$ cat config.mk
export PLATFORM = sky130hd
export DESIGN_NAME = pxcap_top
export DESIGN_NICKNAME = d
export VERILOG_FILES = /design/src/rtl/pxcap_pkg.sv /design/src/rtl/pxcap_cfgchk.sv /design/src/rtl/pxcap_capture.sv /design/src/rtl/pxcap_assemble.sv /design/src/rtl/pxcap_top.sv
export SDC_FILE = /design/constraint.sdc
export NUM_CORES = 1
export LEC_CHECK = 0
export BUFFER_PORTS_ARGS = -buffer_cell sky130_fd_sc_hd__clkbuf_2
export CORE_AREA = 2 2 148 150
export DETAILED_ROUTE_END_ITERATION = 16
export DIE_AREA = 0 0 150 152
export PLACE_DENSITY = 0.7
export REMOVE_ABC_BUFFERS = 1
export SLEW_MARGIN = 25
export SYNTH_ARGS = -nofsm -noshare
export SYNTH_HDL_FRONTEND = slang
export SYNTH_SLANG_ARGS = --single-unit
$ cat constraint.sdc
create_clock -name px_clk -period 2.2 [get_ports px_clk]
set_clock_uncertainty 0.05 [all_clocks]
set_input_delay 0.22 -clock px_clk [delete_from_list [all_inputs] [get_ports px_clk]]
set_output_delay 0.22 -clock px_clk [all_outputs]
set_load 0.1 [all_outputs]
$ cat src/rtl/pxcap_pkg.sv
package pxcap_pkg;
  localparam int COMP_W   = 8;
  localparam int NARROW_W = 6;
  localparam int NCOMP    = 3;
  localparam int FLAG_W   = 3;
  localparam int PIX_W    = COMP_W * NCOMP;
  localparam int NPIX_W   = NARROW_W * NCOMP;
  localparam int HALF_W   = PIX_W / 2;
  localparam int BUS_W    = 2 * PIX_W;
  localparam int PAD_W    = COMP_W - NARROW_W;

  localparam logic [2:0] MODE_HALF12 = 3'd0;
  localparam logic [2:0] MODE_FULL18 = 3'd1;
  localparam logic [2:0] MODE_FULL24 = 3'd2;
  localparam logic [2:0] MODE_DBL36  = 3'd3;
  localparam logic [2:0] MODE_DBL48  = 3'd4;

  localparam logic [1:0] EDGE_RISE = 2'd0;
  localparam logic [1:0] EDGE_FALL = 2'd1;
  localparam logic [1:0] EDGE_BOTH = 2'd2;

  typedef struct packed {
    logic [BUS_W-1:0]  data;
    logic [FLAG_W-1:0] flags;
  } edge_sample_t;

  // Place each narrow component in the top of its wide field, zero-padded below.
  function automatic logic [PIX_W-1:0] widen(input logic [NPIX_W-1:0] n);
    logic [PIX_W-1:0] w;
    w = '0;
    for (int c = 0; c < NCOMP; c++) begin
      w[c*COMP_W + PAD_W +: NARROW_W] = n[c*NARROW_W +: NARROW_W];
    end
    return w;
  endfunction

  function automatic logic [PIX_W-1:0] fit(input logic [PIX_W-1:0] x, input logic narrow);
    return narrow ? widen(x[NPIX_W-1:0]) : x;
  endfunction
endpackage

$ cat src/rtl/pxcap_cfgchk.sv
module pxcap_cfgchk
  import pxcap_pkg::*;
(
  input  logic       clk,
  input  logic       rst_n,
  input  logic [2:0] mode,
  input  logic [1:0] edge_sel,
  output logic       legal,
  output logic       err_q
);
  logic err_n;

  always_comb begin
    legal = 1'b1;
    if (mode > MODE_DBL48) legal = 1'b0;
    if (edge_sel == 2'd3) legal = 1'b0;
    if (mode == MODE_HALF12 && edge_sel != EDGE_BOTH) legal = 1'b0;
    if ((mode == MODE_DBL36 || mode == MODE_DBL48) && edge_sel == EDGE_BOTH) legal = 1'b0;
    err_n = err_q | ~legal;
  end

  always_ff @(posedge clk or negedge rst_n) begin
    if (!rst_n) err_q <= 1'b0;
    else        err_q <= err_n;
  end

  AST_ERR_STICKY: assert property (@(posedge clk) disable iff (!rst_n)
    err_q |=> err_q);

  AST_ILLEGAL_FLAGS: assert property (@(posedge clk) disable iff (!rst_n)
    !legal |=> err_q);
endmodule

$ cat src/rtl/pxcap_capture.sv
module pxcap_capture
  import pxcap_pkg::*;
(
  input  logic         clk,
  input  logic         rst_n,
  input  logic         rise_en,
  input  logic         fall_en,
  input  edge_sample_t din,
  output edge_sample_t rise_q,
  output edge_sample_t fall_q,
  output edge_sample_t fall_d
);
  edge_sample_t rise_n, fall_n, falld_n;

  always_comb begin
    rise_n  = rise_en ? din    : rise_q;
    fall_n  = fall_en ? din    : fall_q;
    falld_n = fall_en ? fall_q : fall_d;
  end

  always_ff @(posedge clk or negedge rst_n) begin
    if (!rst_n) rise_q <= '0;
    else        rise_q <= rise_n;
  end

  always_ff @(negedge clk or negedge rst_n) begin
    if (!rst_n) fall_q <= '0;
    else        fall_q <= fall_n;
  end

  // Retime the falling sample by one rising edge for falling-first pairing.
  always_ff @(posedge clk or negedge rst_n) begin
    if (!rst_n) fall_d <= '0;
    else        fall_d <= falld_n;
  end
endmodule

$ cat src/rtl/pxcap_assemble.sv
module pxcap_assemble
  import pxcap_pkg::*;
(
  input  logic              clk,
  input  logic              rst_n,
  input  logic [2:0]        mode,
  input  logic [1:0]        edge_sel,
  input  logic              fall_first,
  input  logic              legal,
  input  logic              err_q,
  input  edge_sample_t      rise_s,
  input  edge_sample_t      fall_s,
  input  edge_sample_t      fall_d,
  output logic [1:0]        valid,
  output logic [PIX_W-1:0]  p0,
  output logic [FLAG_W-1:0] f0,
  output logic [PIX_W-1:0]  p1,
  output logic [FLAG_W-1:0] f1
);
  edge_sample_t      src, first, second;
  logic              narrow;
  logic [1:0]        v_n;
  logic [PIX_W-1:0]  p0_n, p1_n;
  logic [FLAG_W-1:0] f0_n, f1_n;

  always_comb begin
    src    = (edge_sel == EDGE_FALL) ? fall_s : rise_s;
    first  = fall_first ? fall_d : rise_s;
    second = fall_first ? rise_s : fall_s;
    narrow = (mode == MODE_FULL18) || (mode == MODE_DBL36);
    v_n = '0; p0_n = '0; p1_n = '0; f0_n = '0; f1_n = '0;
    case (mode)
      MODE_HALF12: begin
        p0_n = {second.data[HALF_W-1:0], first.data[HALF_W-1:0]};
        f0_n = first.flags;
        v_n  = 2'b01;
      end
      MODE_FULL18, MODE_FULL24: begin
        if (edge_sel == EDGE_BOTH) begin
          p0_n = fit(first.data[PIX_W-1:0], narrow);
          f0_n = first.flags;
          p1_n = fit(second.data[PIX_W-1:0], narrow);
          f1_n = second.flags;
          v_n  = 2'b11;
        end else begin
          p0_n = fit(src.data[PIX_W-1:0], narrow);
          f0_n = src.flags;
          v_n  = 2'b01;
        end
      end
      MODE_DBL36: begin
        p0_n = widen(src.data[NPIX_W-1:0]);
        p1_n = widen(src.data[2*NPIX_W-1:NPIX_W]);
        f0_n = src.flags;
        f1_n = src.flags;
        v_n  = 2'b11;
      end
      MODE_DBL48: begin
        p0_n = src.data[PIX_W-1:0];
        p1_n = src.data[BUS_W-1:PIX_W];
        f0_n = src.flags;
        f1_n = src.flags;
        v_n  = 2'b11;
      end
      default: v_n = '0;
    endcase
    if (!legal || err_q) v_n = '0;
  end

  always_ff @(posedge clk or negedge rst_n) begin
    if (!rst_n) begin
      valid <= '0; p0 <= '0; f0 <= '0; p1 <= '0; f1 <= '0;
    end else begin
      valid <= v_n; p0 <= p0_n; f0 <= f0_n; p1 <= p1_n; f1 <= f1_n;
    end
  end

  AST_HALF_SINGLE_LANE: assert property (@(posedge clk) disable iff (!rst_n)
    (mode == MODE_HALF12 && $stable(mode) && valid != 2'b00) |-> valid == 2'b01);

  AST_NARROW_PAD_ZERO: assert property (@(posedge clk) disable iff (!rst_n)
    (mode == MODE_FULL18 && $stable(mode) && valid[0])
      |-> (p0[1:0] == 2'b00 && p0[9:8] == 2'b00 && p0[17:16] == 2'b00));

  AST_LANE1_PAIRED: assert property (@(posedge clk) disable iff (!rst_n)
    valid[1] |-> valid[0]);
endmodule

$ cat src/rtl/pxcap_top.sv
module pxcap_top
  import pxcap_pkg::*;
(
  input  logic              px_clk,
  input  logic              rst_n,
  input  logic [2:0]        cfg_mode,
  input  logic [1:0]        cfg_edge,
  input  logic              cfg_fall_first,
  input  logic [BUS_W-1:0]  vid_bus,
  input  logic              vid_hsync,
  input  logic              vid_vsync,
  input  logic              vid_de,
  output logic [1:0]        pix_valid,
  output logic [PIX_W-1:0]  pix0_rgb,
  output logic [FLAG_W-1:0] pix0_flags,
  output logic [PIX_W-1:0]  pix1_rgb,
  output logic [FLAG_W-1:0] pix1_flags,
  output logic              config_error
);
  edge_sample_t din, rise_s, fall_s, fall_d;
  logic         legal, err_q, rise_en, fall_en;

  always_comb begin
    din.data  = vid_bus;
    din.flags = {vid_vsync, vid_hsync, vid_de};
    rise_en   = (cfg_edge != EDGE_FALL);
    fall_en   = (cfg_edge != EDGE_RISE);
  end

  pxcap_cfgchk u_cfg (
    .clk(px_clk), .rst_n(rst_n), .mode(cfg_mode), .edge_sel(cfg_edge),
    .legal(legal), .err_q(err_q)
  );

  pxcap_capture u_cap (
    .clk(px_clk), .rst_n(rst_n), .rise_en(rise_en), .fall_en(fall_en),
    .din(din), .rise_q(rise_s), .fall_q(fall_s), .fall_d(fall_d)
  );

  pxcap_assemble u_asm (
    .clk(px_clk), .rst_n(rst_n), .mode(cfg_mode), .edge_sel(cfg_edge),
    .fall_first(cfg_fall_first), .legal(legal), .err_q(err_q),
    .rise_s(rise_s), .fall_s(fall_s), .fall_d(fall_d),
    .valid(pix_valid), .p0(pix0_rgb), .f0(pix0_flags), .p1(pix1_rgb), .f1(pix1_flags)
  );

  assign config_error = err_q;

  AST_NO_VALID_ON_ERROR: assert property (@(posedge px_clk) disable iff (!rst_n)
    config_error |-> pix_valid == 2'b00);
endmodule

==> out/metrics.cfg <==
[yosys]
ys_warn_count = 0
syn_inst = 904
async_reset_ff_share_pct = 100
synth_top_area_share_pct = 36.0
yosysSeqAreaShare_pct = 49.7
synth_seq_cells = 186
netlist-cell-type-count = 45
synth_edf_count = 0
syn_avg_cell_area_um2 = 10.4
synth.area.top_cells = dfrtp_1 (36%), dfrtn_1 (14%), nand2_1 (9.5%), mux2i_1 (9.3%), mux2_2 (8.4%)
synth.largest_area_cell = dfrtp_1
ys.flop_type = dfrtp_1
syn-cell-area_mm2 = 0.00937

[worst_setup_path]
reg2regPathDepth = 6
crit_path_frequent_cell = buf_6
r2r_setup_slack_ns = -0.27
r2r_start = u_cap.fall_q[3]
crit_chain = buf_6 -> mux2i_4 -> buf_6 -> mux2i_1 -> nand2_1 -> o221ai_2
cp.required_ns = 2.45
crit_arrival_ns = 2.73
critPathCaptureType = flop
reg2reg_to = u_asm.p0[12]
worst_path_largest_cell_delay_ns = 0.44
path_class = reg2reg
slowest_stage = dfrtn_1
crit_fanout = 5
critPathLaunchType = flop

[drt]
ant_nets = 0
route.vias.total = 7977
via_per_inst = 5.58
drtIter0Drc = 654
post-route-drc-count = 0
post_drt_wl_per_cell_um = 19.0
drt_wl_total_um = 27200
drtPass1Iterations = 5

[global_routing]
grt_pass1_wl_um = 43300
grt_use_met3_pct = 4.50
met1_usage_pct = 33.4
grt_pass1_vias = 8075
grt_most_used_layer = met2
grt_antenna_before_repair = 0
met2_usage_pct = 38.7
overflow = 0
grt_start_max_net_pins = 49
grt_util_all_layers_pct = 24.4

[timing]
hold_violations = 0
tightest_slew_ns = 0.567
setup_viol = 43
final_max_slew_viol_count = 0
maxSlewHeadroom_pct = 62.2
setup_slack_ns = -0.271
rsz0062_at_grt = true

[finish]
final_common_cell = nand2_1
diodes = 0
fin_area_mm2 = 0.0127
drive_gt1_share_pct = 37.2
final_nets = 1195
fin_util_pct = 59.3
final_cells = 1429
area_delta_synth_final_pct = 35.2
mostFrequentLayoutCells = nand2_1 (227), dfrtp_1 (135), clkbuf_2 (114), buf_4 (90), mux2i_1 (70)

[status]
outcome = finished with violations
failed_checks = setup timing

[clock_tree]
clk_pin_slew_ns = 0.07
htreeDepth = 4
clock_latency_ns = 0.44
cts_buffers = 17
cts_root_buffer = clkbuf_16
cts_sinks = 186
cts_tree = built
clk_path_buf_depth = 2

[die]
die_x_um = 150
core_mm2 = 0.0214
dieHeight_um = 152
num_io_pins = 116
num_rows = 54
start_util_pct = 43.9
dieArea_mm2 = 0.0228

[placed_design]
port_buffers = 115
dpl_cell_area_mm2 = 0.0109
place_ws_ns = -0.289
dpl.cell_count = 1333
gp_congestion = 0.853
dp_hpwl_um = 18400

[power_and_ir_drop]
finalPower_mw = 9.55
power.density_mw_per_mm2 = 754
power_leakage_nw = 5.91
irDropWorstVdd_mv = 0.415

[worst_hold_path]
min_path_type = in2async

[flow_run]
drv_cap = 0

## sequential cells by signal, summed over array words and instances, names as in the netlist
signal        cells
u_asm.f0          3
u_cap.rise_q     51
u_cfg.err_q       1
u_cap.fall_d     27
u_cap.fall_q     51
u_asm.valid       2
u_asm.p1         24
u_asm.p0         24
u_asm.f1          3
## worst max path at each step
stage          cells past startpoint                to  slack, ns             from
6_report                           6      u_asm.p0[12]      -0.27  u_cap.fall_q[3]
5_1_grt                            6      u_asm.p0[12]      -0.32  u_cap.fall_q[3]
4_1_cts                            5      u_asm.p1[10]      -0.19  u_cap.fall_q[9]
3_5_place_dp                       4  u_cap.fall_q[18]      -0.29      cfg_edge[1]
3_3_place_gp                       4  u_cap.fall_q[50]      -0.27      cfg_edge[1]
2_1_floorplan                      2   u_cap.fall_q[0]      -3.11      cfg_edge[0]
## per-stage QoR
step / hold WS (ns) / setup TNS [ns]
floorplan: -0.126 / -317.87
global placement: 0.0326 / -18.62
detailed placement: 0.0329 / -19.59
CTS: 0.136 / -4.58
global route: 0.142 / -7.19
finish: 0.144 / -5.34
## report_power, final
part	switching, mW	leakage, nW	internal, mW	total (mW)
clock network	1.38	0.285	1.73	3.11
logic	1.58	3.35	0.898	2.48
registers	0.230	2.27	3.73	3.96
## metal layers
layer / up-vias / routed length (um)
met5: - / 0
met4: 0 / 923
met3: 59 / 1660
met2: 305 / 13100
met1: 3947 / 11500
li1: 3666 / -
## cells by family (layout without fill, tap and decap cells)
logic type / Yosys count / count (layout) / share of synthesized area [%]
AND/OR/NAND/NOR: 310 / 310 / 13.4
flip-flops: 186 / 186 / 49.7
multiplexers: 184 / 184 / 21.4
AO/OA/AOI/OAI: 151 / 151 / 11.4
buffers and inverters: 73 / 318 / 4.04
## critical path, delay by kind of cell (launching register included)
family	cells	cell delay, ns
buffers and inverters	2	0.30
AO/OA/AOI/OAI	1	0.10
AND/OR/NAND/NOR	1	0.11
flip-flops	1	0.44
multiplexers	2	0.28
## layout make-up
type                    count  area (um^2)
multi-input cells         645         4890
fillers                  1802         8680
flip-flops and latches    186         4650
repair buffers            283         2180
clock buffers              21          450
well taps                 280          350
inverters                   3         11.3
clock inverters            11          136
## synth_stat cells, drive strengths merged, types with 3 or more instances
| cell type | count |
|---|---|
| nand2 | 236 |
| dfrtp | 135 |
| mux2 | 93 |
| mux2i | 87 |
| dfrtn | 51 |
| buf | 48 |
| nor2 | 33 |
| o221ai | 25 |
| a21oi | 22 |
| clkbuf | 22 |
| o211ai | 21 |
| a211oi | 19 |
| nor2b | 17 |
| o21ai | 16 |
| o22ai | 15 |
| a31oi | 9 |
| nand3 | 9 |
| nand2b | 7 |
| mux4 | 4 |
| or3 | 4 |
| a22o | 3 |
| a311oi | 3 |
| inv | 3 |
| o22a | 3 |
## what timing repair did
action	in CTS	in global routing
hold buffers	52	0
endpoints found under the hold margin	138	0
buffers inserted	9	6
pin swaps	34	35
gates cloned	0	0
endpoints found under the setup margin	44	43
resized for setup	54	67
(Power assumes the default switching activity.)
